$ cat src/rtl/sr_pkg.sv
package sr_pkg;
  localparam int unsigned BYTE_W = 8;
  localparam int unsigned IMPL_W = 9;

  localparam int unsigned B_C      = 0;
  localparam int unsigned B_Z      = 1;
  localparam int unsigned B_N      = 2;
  localparam int unsigned B_GIE    = 3;
  localparam int unsigned B_CPUOFF = 4;
  localparam int unsigned B_OSCOFF = 5;
  localparam int unsigned B_SCG0   = 6;
  localparam int unsigned B_SCG1   = 7;
  localparam int unsigned B_V      = 8;

  typedef struct packed {
    logic v;
    logic n;
    logic z;
    logic c;
  } arith_flags_t;
endpackage

$ cat src/rtl/sr_flag_calc.sv
module sr_flag_calc
  import sr_pkg::*;
#(
  parameter int unsigned DATA_W = 16
) (
  input  logic              byte_mode_i,
  input  logic [DATA_W-1:0] res_i,
  input  logic [1:0]        carry_i,
  input  logic [1:0]        a_sign_i,
  input  logic [1:0]        b_sign_i,
  output arith_flags_t      flags_o
);
  localparam int unsigned HI_W = DATA_W - BYTE_W;

  logic lo_zero, hi_zero, res_msb, sa, sb;
  logic wsel;

  assign wsel    = ~byte_mode_i;
  assign lo_zero = ~|res_i[BYTE_W-1:0];

  // upper-part zero detect; a byte-wide datapath has no upper part
  generate
    if (HI_W > 0) begin : g_hi
      assign hi_zero = ~|res_i[DATA_W-1:BYTE_W];
    end else begin : g_no_hi
      assign hi_zero = 1'b1;
    end
  endgenerate

  assign res_msb = byte_mode_i ? res_i[BYTE_W-1] : res_i[DATA_W-1];
  assign sa      = a_sign_i[wsel];
  assign sb      = b_sign_i[wsel];

  always_comb begin
    flags_o.c = carry_i[wsel];
    flags_o.z = byte_mode_i ? lo_zero : (lo_zero & hi_zero);
    flags_o.n = res_msb;
    flags_o.v = (sa == sb) && (res_msb != sa);
  end
endmodule

$ cat src/rtl/sr_next.sv
module sr_next
  import sr_pkg::*;
#(
  parameter int unsigned DATA_W = 16
) (
  input  logic [DATA_W-1:0] cur_i,
  input  arith_flags_t      flags_i,
  input  logic              upd_i,
  input  logic              sw_we_i,
  input  logic [DATA_W-1:0] sw_wdata_i,
  input  logic              irq_entry_i,
  input  logic              irq_ret_i,
  input  logic              wake_i,
  input  logic              wake_ext_i,
  output logic [DATA_W-1:0] nxt_o
);
  localparam logic [DATA_W-1:0] IMPL_MASK =
    {{(DATA_W-IMPL_W){1'b0}}, {IMPL_W{1'b1}}};

  logic [DATA_W-1:0] n;

  // order = priority: arith < software < automatic events
  always_comb begin
    n = cur_i;
    if (upd_i) begin
      n[B_C] = flags_i.c;
      n[B_Z] = flags_i.z;
      n[B_N] = flags_i.n;
      n[B_V] = flags_i.v;
    end
    if (sw_we_i) n = sw_wdata_i;
    if (irq_ret_i)   n[B_GIE] = 1'b1;
    if (irq_entry_i) n[B_GIE] = 1'b0;
    if (wake_i || wake_ext_i) n[B_CPUOFF] = 1'b0;
    if (wake_ext_i) n[B_OSCOFF] = 1'b0;
    nxt_o = n & IMPL_MASK;
  end
endmodule

$ cat src/rtl/status_word_reg.sv
module status_word_reg
  import sr_pkg::*;
#(
  parameter int unsigned DATA_W = 16
) (
  input  logic              clk_i,
  input  logic              rst_ni,
  input  logic              byte_mode_i,
  input  logic [DATA_W-1:0] alu_res_i,
  input  logic [1:0]        carry_i,
  input  logic [1:0]        a_sign_i,
  input  logic [1:0]        b_sign_i,
  input  logic              flag_upd_i,
  input  logic              sw_we_i,
  input  logic [DATA_W-1:0] sw_wdata_i,
  input  logic              irq_entry_i,
  input  logic              irq_ret_i,
  input  logic              wake_i,
  input  logic              wake_ext_i,
  output logic [DATA_W-1:0] sr_o,
  output logic              carry_o,
  output logic              zero_o,
  output logic              neg_o,
  output logic              gie_o,
  output logic              cpu_off_o,
  output logic              osc_off_o,
  output logic [1:0]        scg_o,
  output logic              ovf_o
);
  arith_flags_t      flags;
  logic [DATA_W-1:0] sr_q, sr_d;

  sr_flag_calc #(.DATA_W(DATA_W)) i_calc (
    .byte_mode_i (byte_mode_i),
    .res_i       (alu_res_i),
    .carry_i     (carry_i),
    .a_sign_i    (a_sign_i),
    .b_sign_i    (b_sign_i),
    .flags_o     (flags)
  );

  sr_next #(.DATA_W(DATA_W)) i_next (
    .cur_i       (sr_q),
    .flags_i     (flags),
    .upd_i       (flag_upd_i),
    .sw_we_i     (sw_we_i),
    .sw_wdata_i  (sw_wdata_i),
    .irq_entry_i (irq_entry_i),
    .irq_ret_i   (irq_ret_i),
    .wake_i      (wake_i),
    .wake_ext_i  (wake_ext_i),
    .nxt_o       (sr_d)
  );

  always_ff @(posedge clk_i or negedge rst_ni) begin
    if (!rst_ni) sr_q <= '0;
    else         sr_q <= sr_d;
  end

  assign sr_o      = sr_q;
  assign carry_o   = sr_q[B_C];
  assign zero_o    = sr_q[B_Z];
  assign neg_o     = sr_q[B_N];
  assign gie_o     = sr_q[B_GIE];
  assign cpu_off_o = sr_q[B_CPUOFF];
  assign osc_off_o = sr_q[B_OSCOFF];
  assign scg_o     = {sr_q[B_SCG1], sr_q[B_SCG0]};
  assign ovf_o     = sr_q[B_V];
endmodule

$ cat config.mk
export PLATFORM = sky130hd
export DESIGN_NAME = status_word_reg
export DESIGN_NICKNAME = d
export VERILOG_FILES = /design/src/rtl/sr_pkg.sv /design/src/rtl/sr_flag_calc.sv /design/src/rtl/sr_next.sv /design/src/rtl/status_word_reg.sv
export SDC_FILE = /design/constraint.sdc
export NUM_CORES = 1
export LEC_CHECK = 0
export ABC_AREA = 1
export BUFFER_PORTS_ARGS = -buffer_cell sky130_fd_sc_hd__buf_4
export CAP_MARGIN = 20
export CORE_MARGIN = 8
export CORE_UTILIZATION = 30
export DETAILED_ROUTE_END_ITERATION = 6
export PLACE_DENSITY = 0.75
export SYNTH_ARGS = -nofsm -noshare
export SYNTH_HDL_FRONTEND = slang
export SYNTH_SLANG_ARGS = --single-unit
$ cat constraint.sdc
create_clock -name clk_i -period 0.8 [get_ports clk_i]
set_input_delay 0 -clock clk_i [delete_from_list [all_inputs] [get_ports clk_i]]
set_output_delay 0 -clock clk_i [all_outputs]
set_load 0.1 [all_outputs]
# Yosys cells after proc, flatten, opt, wreduce, memory -nomap -nowiden
# Cells that the tools add are included.
[classes]
order_cmp = 1
eq_ne = 2
mux = 15
n_bitwise = 2
n_reduce_logical = 10
[ops]
columns = ["op", "n"]
rows = [
  ["8-bit OR reduction", 2],
  ["1-bit two-way mux", 13],
  ["9-bit two-way mux", 1],
  ["2-bit nonzero test", 3],
  ["3-bit two-way mux", 1],
  ["3-bit nonzero test", 1],
  ["1-bit logical NOT", 2],
  ["1-bit by 2-bit less-than comparator with 1-bit output (second input constant)", 1],
  ["1-bit AND", 1],
  ["1-bit == test", 1],
  ["1-bit logical AND", 1],
  ["1-bit logical OR", 1],
  ["1-bit != test", 1],
  ["1-bit NOT", 1],
]
[totals]
ff_bits = 9
word_cells = 35

# Depth between registers and ports, before layout
[depth]
ltp_word = 9
mapped_depth = 7
depth_no_buf = 7

# Modules after synthesis
# Synthesis repeated with hierarchy kept, for this count alone.
[unflattened]
cells_unflattened = 124
hier_area_um2 = 944.7
[by_module_without_submodules]
columns = ["module", "instances", "cells_per_inst", "area_per_inst_um2", "seq_area_each_um2"]
rows = [
  ["status_word_reg", 1, 25, 467.9, 400.4],
  ["sr_next", 1, 60, 294.0, 0.0],
  ["sr_flag_calc", 1, 39, 182.7, 0.0],
]

# Least setup slack after synthesis
# Ideal clock, no wire load.
[synth_timing]
kind = "register to output"
from = "register sr_q[4] (netlist: sr_o[4])"
to = "output port sr_o[4]"
arrival_time_ps = 1340
required_ps = 800
slack_ps = -540
path_stages_with_launch = 2
n_path_buf = 1
cell_sequence = "dfrtp_1 buf_4"
[synth_rtl]
columns = ["element", "line_no", "text"]
rows = [
  ["start: declaration", "status_word_reg.sv:31", "logic [DATA_W-1:0] sr_q, sr_d;"],
  ["start signal: assignment", "status_word_reg.sv:57", "else sr_q <= sr_d;"],
  ["end: declaration", "status_word_reg.sv:20", "output logic [DATA_W-1:0] sr_o,"],
]
# No word-level cell between the ends.

# Final worst setup path
[layout_timing]
from = "register sr_q[0] (netlist: sr_o[0])"
to = "output port carry_o"
[layout_rtl]
columns = ["element", "line_no", "text"]
rows = [
  ["end: declaration", "status_word_reg.sv:21", "output logic carry_o,"],
]
# No word-level cell between the ends.

==> results list <==
- TritonCTS built the clock tree.
- In this run the most critical hold path is launched from sw_wdata_i[0].
* Critical path data arrival time: 950 ps
- Post-CTS Repair Setup Buffers: 0
* Routed WL: 2.287 mm
- Post-Route Hold Slack: 9.480 ps
- Area of the die: 3943 sq um
- Detailed routing inserted a total of 802 vias.
- Max-capacitance violation count: 0
- Internal power comes to 1.112 mW.
- nand2_1 is the most common cell in the netlist.
- CP Capture Type: output pin
* Count of different cell masters after synthesis: 18
* Maximum number of pins on one net before global-route repair: 10
- Number of enable-type register cells in the synthesized netlist: 0
- The signal on the critical path passes through buf_8.
- In the synthesized netlist the async set-or-reset flop fraction comes to 100.0%.
- Combinational logic is responsible for 58.4% of the overall power.
* Post-synthesis to final-layout area growth: 101.3%
* Total power draw: 2.179 mW
- Summed over all cells, the static leakage comes to 0.6833 nW.
- For the finished layout, the period the worst path requires is 946.5 ps.
- The initial utilization of the core area, before any placement, comes to 30.58%.
* Post-Syn Area: 656.9 sq um
* Most used DFF post-synth: dfrtp_1
* Inserted Diodes: 0
- Clock Power Share: 15.3%
- Sw Share: 48.96%
- Outcome: finished, violations left
- After detailed routing, the number of remaining DRC violations is 0.
* Remaining antenna violation count after routing: 0
- Worst setup path startpoint: sr_o[0]
- After the flow finishes, the layout carries non-filler instances totaling 187.
- Required time of the worst setup path: 800 ps
- The worst hold path belongs to the class input port to flip-flop.
- The final critical path takes up 118.3% of the cycle.
- Worst-case vdd ir drop: 0.8454 mV
- The net count of the finished layout is 207.
* Maximum level of the CTS H-tree: 1
- In this run the top signal layer used is met4.
* Final Instance Area: 1323 sq um
* Wire length on met2: 1.084 mm
- Setup Crit Path Kind: flip-flop to output pin
- After detailed placement, the total cell area comes to 1066 sq um.
- In this run the count of I/O pins placed on the die edge is 72.
* Yosys reg bits: 9
* Family with the most delay on the worst path: flip-flops
* Final weighted congestion in routability-driven placement: 0.7576
* PortBufs: 57
* Post-route clock skew: 0 ps
- The share of total power dissipated in sequential elements is 26.3%.
- Hpwl dp: 1.935 mm
* First-pass iteration count of the detailed router: 3
- On the worst path, the slowest cell contributes a delay of 500 ps.
- Clock tree synthesis selected as its root buffer the cell clkbuf_4.
* Latest clock arrival within the worst-skew pair: 250 ps
- For this block, wires on met1 add up to 940 um.
- List of most frequent post-synthesis cells: 31 x nand2_1, 16 x buf_4, 15 x nor2_1
- RSZ-0062 raised after global routing: true
- The checks that failed: setup timing.
- Buffers plus inverters on the worst setup path: 1
* Floorplan row count: 17
* Number of DRC markers in iteration 0: 10
* Total length of routed met3 wires: 248 um
- Setup violations remaining at the end of the flow were counted as 20.
- The number of antenna violations at the first check in global routing was 0.
- The largest individual stage delay along the critical path comes from the cell dfrtp_4.
- Register clock-pin slew on the reported worst setup and hold paths: 60 ps
* Routed WL per cell: 12.23 um
- Largest area contributor in the netlist: dfrtp_1
- Power spread over the standard cell area amounts to 1648 nW/um^2.
* Sequential cell area fraction in the yosys report: 34.29%
- The post-route netlist has 47.17% of its cells at a drive strength greater than 1.
- In the global route stage, overall resource usage came out at 11.81%.
* Cell total after placement: 174
- Dividing the detail-routed via count by the number of cells gives 4.289.
* Horizontal die dimension: 62.80 um
- Net switching power figure: 1.067 mW
- Startpoint of the worst-slack reg-to-reg timing path: sr_o[0]
- Clk sinks: 9
* Synthesized area per cell: 6.703 sq um
* Crit path launch type: flip-flop
- In this run the deepest clock path goes through 2 buffers.
* Number of cells produced by synthesis: 98
- For this run, the number of Yosys warnings is 0.
- TritonCTS created 3 clock buffers.
- The floorplan step set the die height to 62.80 um.
- Vias in the first global route: 952
* Wire length of the first global-routing pass: 3.974 mm
- Final-report max-slew violation count: 0
* Setup slack of the critical path after layout: -146.5 ps
* Setup TNS: -2487 ps
* Highest achievable clock rate: 1057 MHz
- After synthesis, the cell types taking the most area are dfrtp_1 34%, buf_4 18%, nand2_1 18%.
- Area of the placeable core: 2148 sq um
- The register with the most flip-flops in the layout has 9 of them.
- The final number of hold-violating endpoints came to 0.
- In this run the worst path has a maximum fanout of 3.
- Synth top area share: 34.29%
- For this run the aggregate overflow at the end of global routing stands at 0.
==> timing repair <==
action | 4_1_cts | 5_1_grt
endpoints found under the hold margin | 17 | 0
gates resized for setup | 28 | 7
pin swaps | 0 | 1
hold buffers | 9 | 0
endpoints found under the setup margin | 21 | 22
==> per-layer routing <==
| layer | vias up | global-route usage (%) |
|---|---|---|
| li1 | 404 | - |
| met1 | 350 | 12.67 |
| met2 | 46 | 20.31 |
| met3 | 2 | 5.376 |
| met4 | 0 | 3.419 |
| met5 | - | 0 |
==> kinds of logic (layout without fill, tap and decap cells) <==
family	Yosys count	count (layout)	synth area share (%)
buffers and inverters	25	80	23.62
and+or+nand+nor	53	53	32.38
DFF	9	9	34.29
AOI/OAI and AO/OA	10	10	9.142
other	1	7	0.5709
==> cell type report <==
class                   count  area, sq um
fillers                   201        825.8
repair buffers             68        668.1
well taps                  28        35.03
flip-flops and latches      9        259.0
clock buffers               4        26.28
multi-input cells          70        304.0
inverters                   8        30.03
==> power by group through the flow <==
stage / Clock [mW] / Combinational (mW) / Sequential (mW)
floorplan: 0 / 0.689 / 0.849
global placement: 0 / 1.13 / 0.553
detailed placement: 0 / 1.13 / 0.556
CTS: 0.350 / 1.25 / 0.568
global route: 0.368 / 1.33 / 0.580
finish: 0.334 / 1.27 / 0.573
==> worst paths after layout <==
kind / to / cells past startpoint / slack, ps
hold reg to reg: sr_o[8] / 2 / 580
min in group asynchronous: sr_o[3] / 2 / 110
setup / recovery: carry_o / 1 / -150
hold / removal: sr_o[0] / 3 / 9
setup reg to reg: sr_o[0] / 2 / -50
max in group asynchronous: sr_o[2] / 2 / 530
==> cells in the final DEF (no fill, tap or decap), types with 2 or more instances in the layout <==
cell type / netlist / final
nand2_2: 2 / 2
nand3_1: 2 / 2
buf_8: 0 / 4
inv_1: 7 / 7
clkbuf_4: 0 / 3
a21oi_1: 2 / 2
dlygate4sd3_1: 0 / 9
o21ai_1: 1 / 2
buf_6: 0 / 8
conb_1: 1 / 7
buf_12: 0 / 6
buf_4: 16 / 41
o21ai_0: 3 / 2
nand2_1: 31 / 31
nor2_1: 15 / 15
dfrtp_4: 0 / 9
a22oi_1: 3 / 2
==> stage by stage <==
stage               setup slack, ps  utilization, %
finish                       -146.5           61.56
global route                 -163.1           61.56
CTS                          -150.0           60.16
detailed placement           -18.15           49.62
global placement              8.751           49.62
floorplan                    -171.6               -
Power figures use the tool's default switching activity.
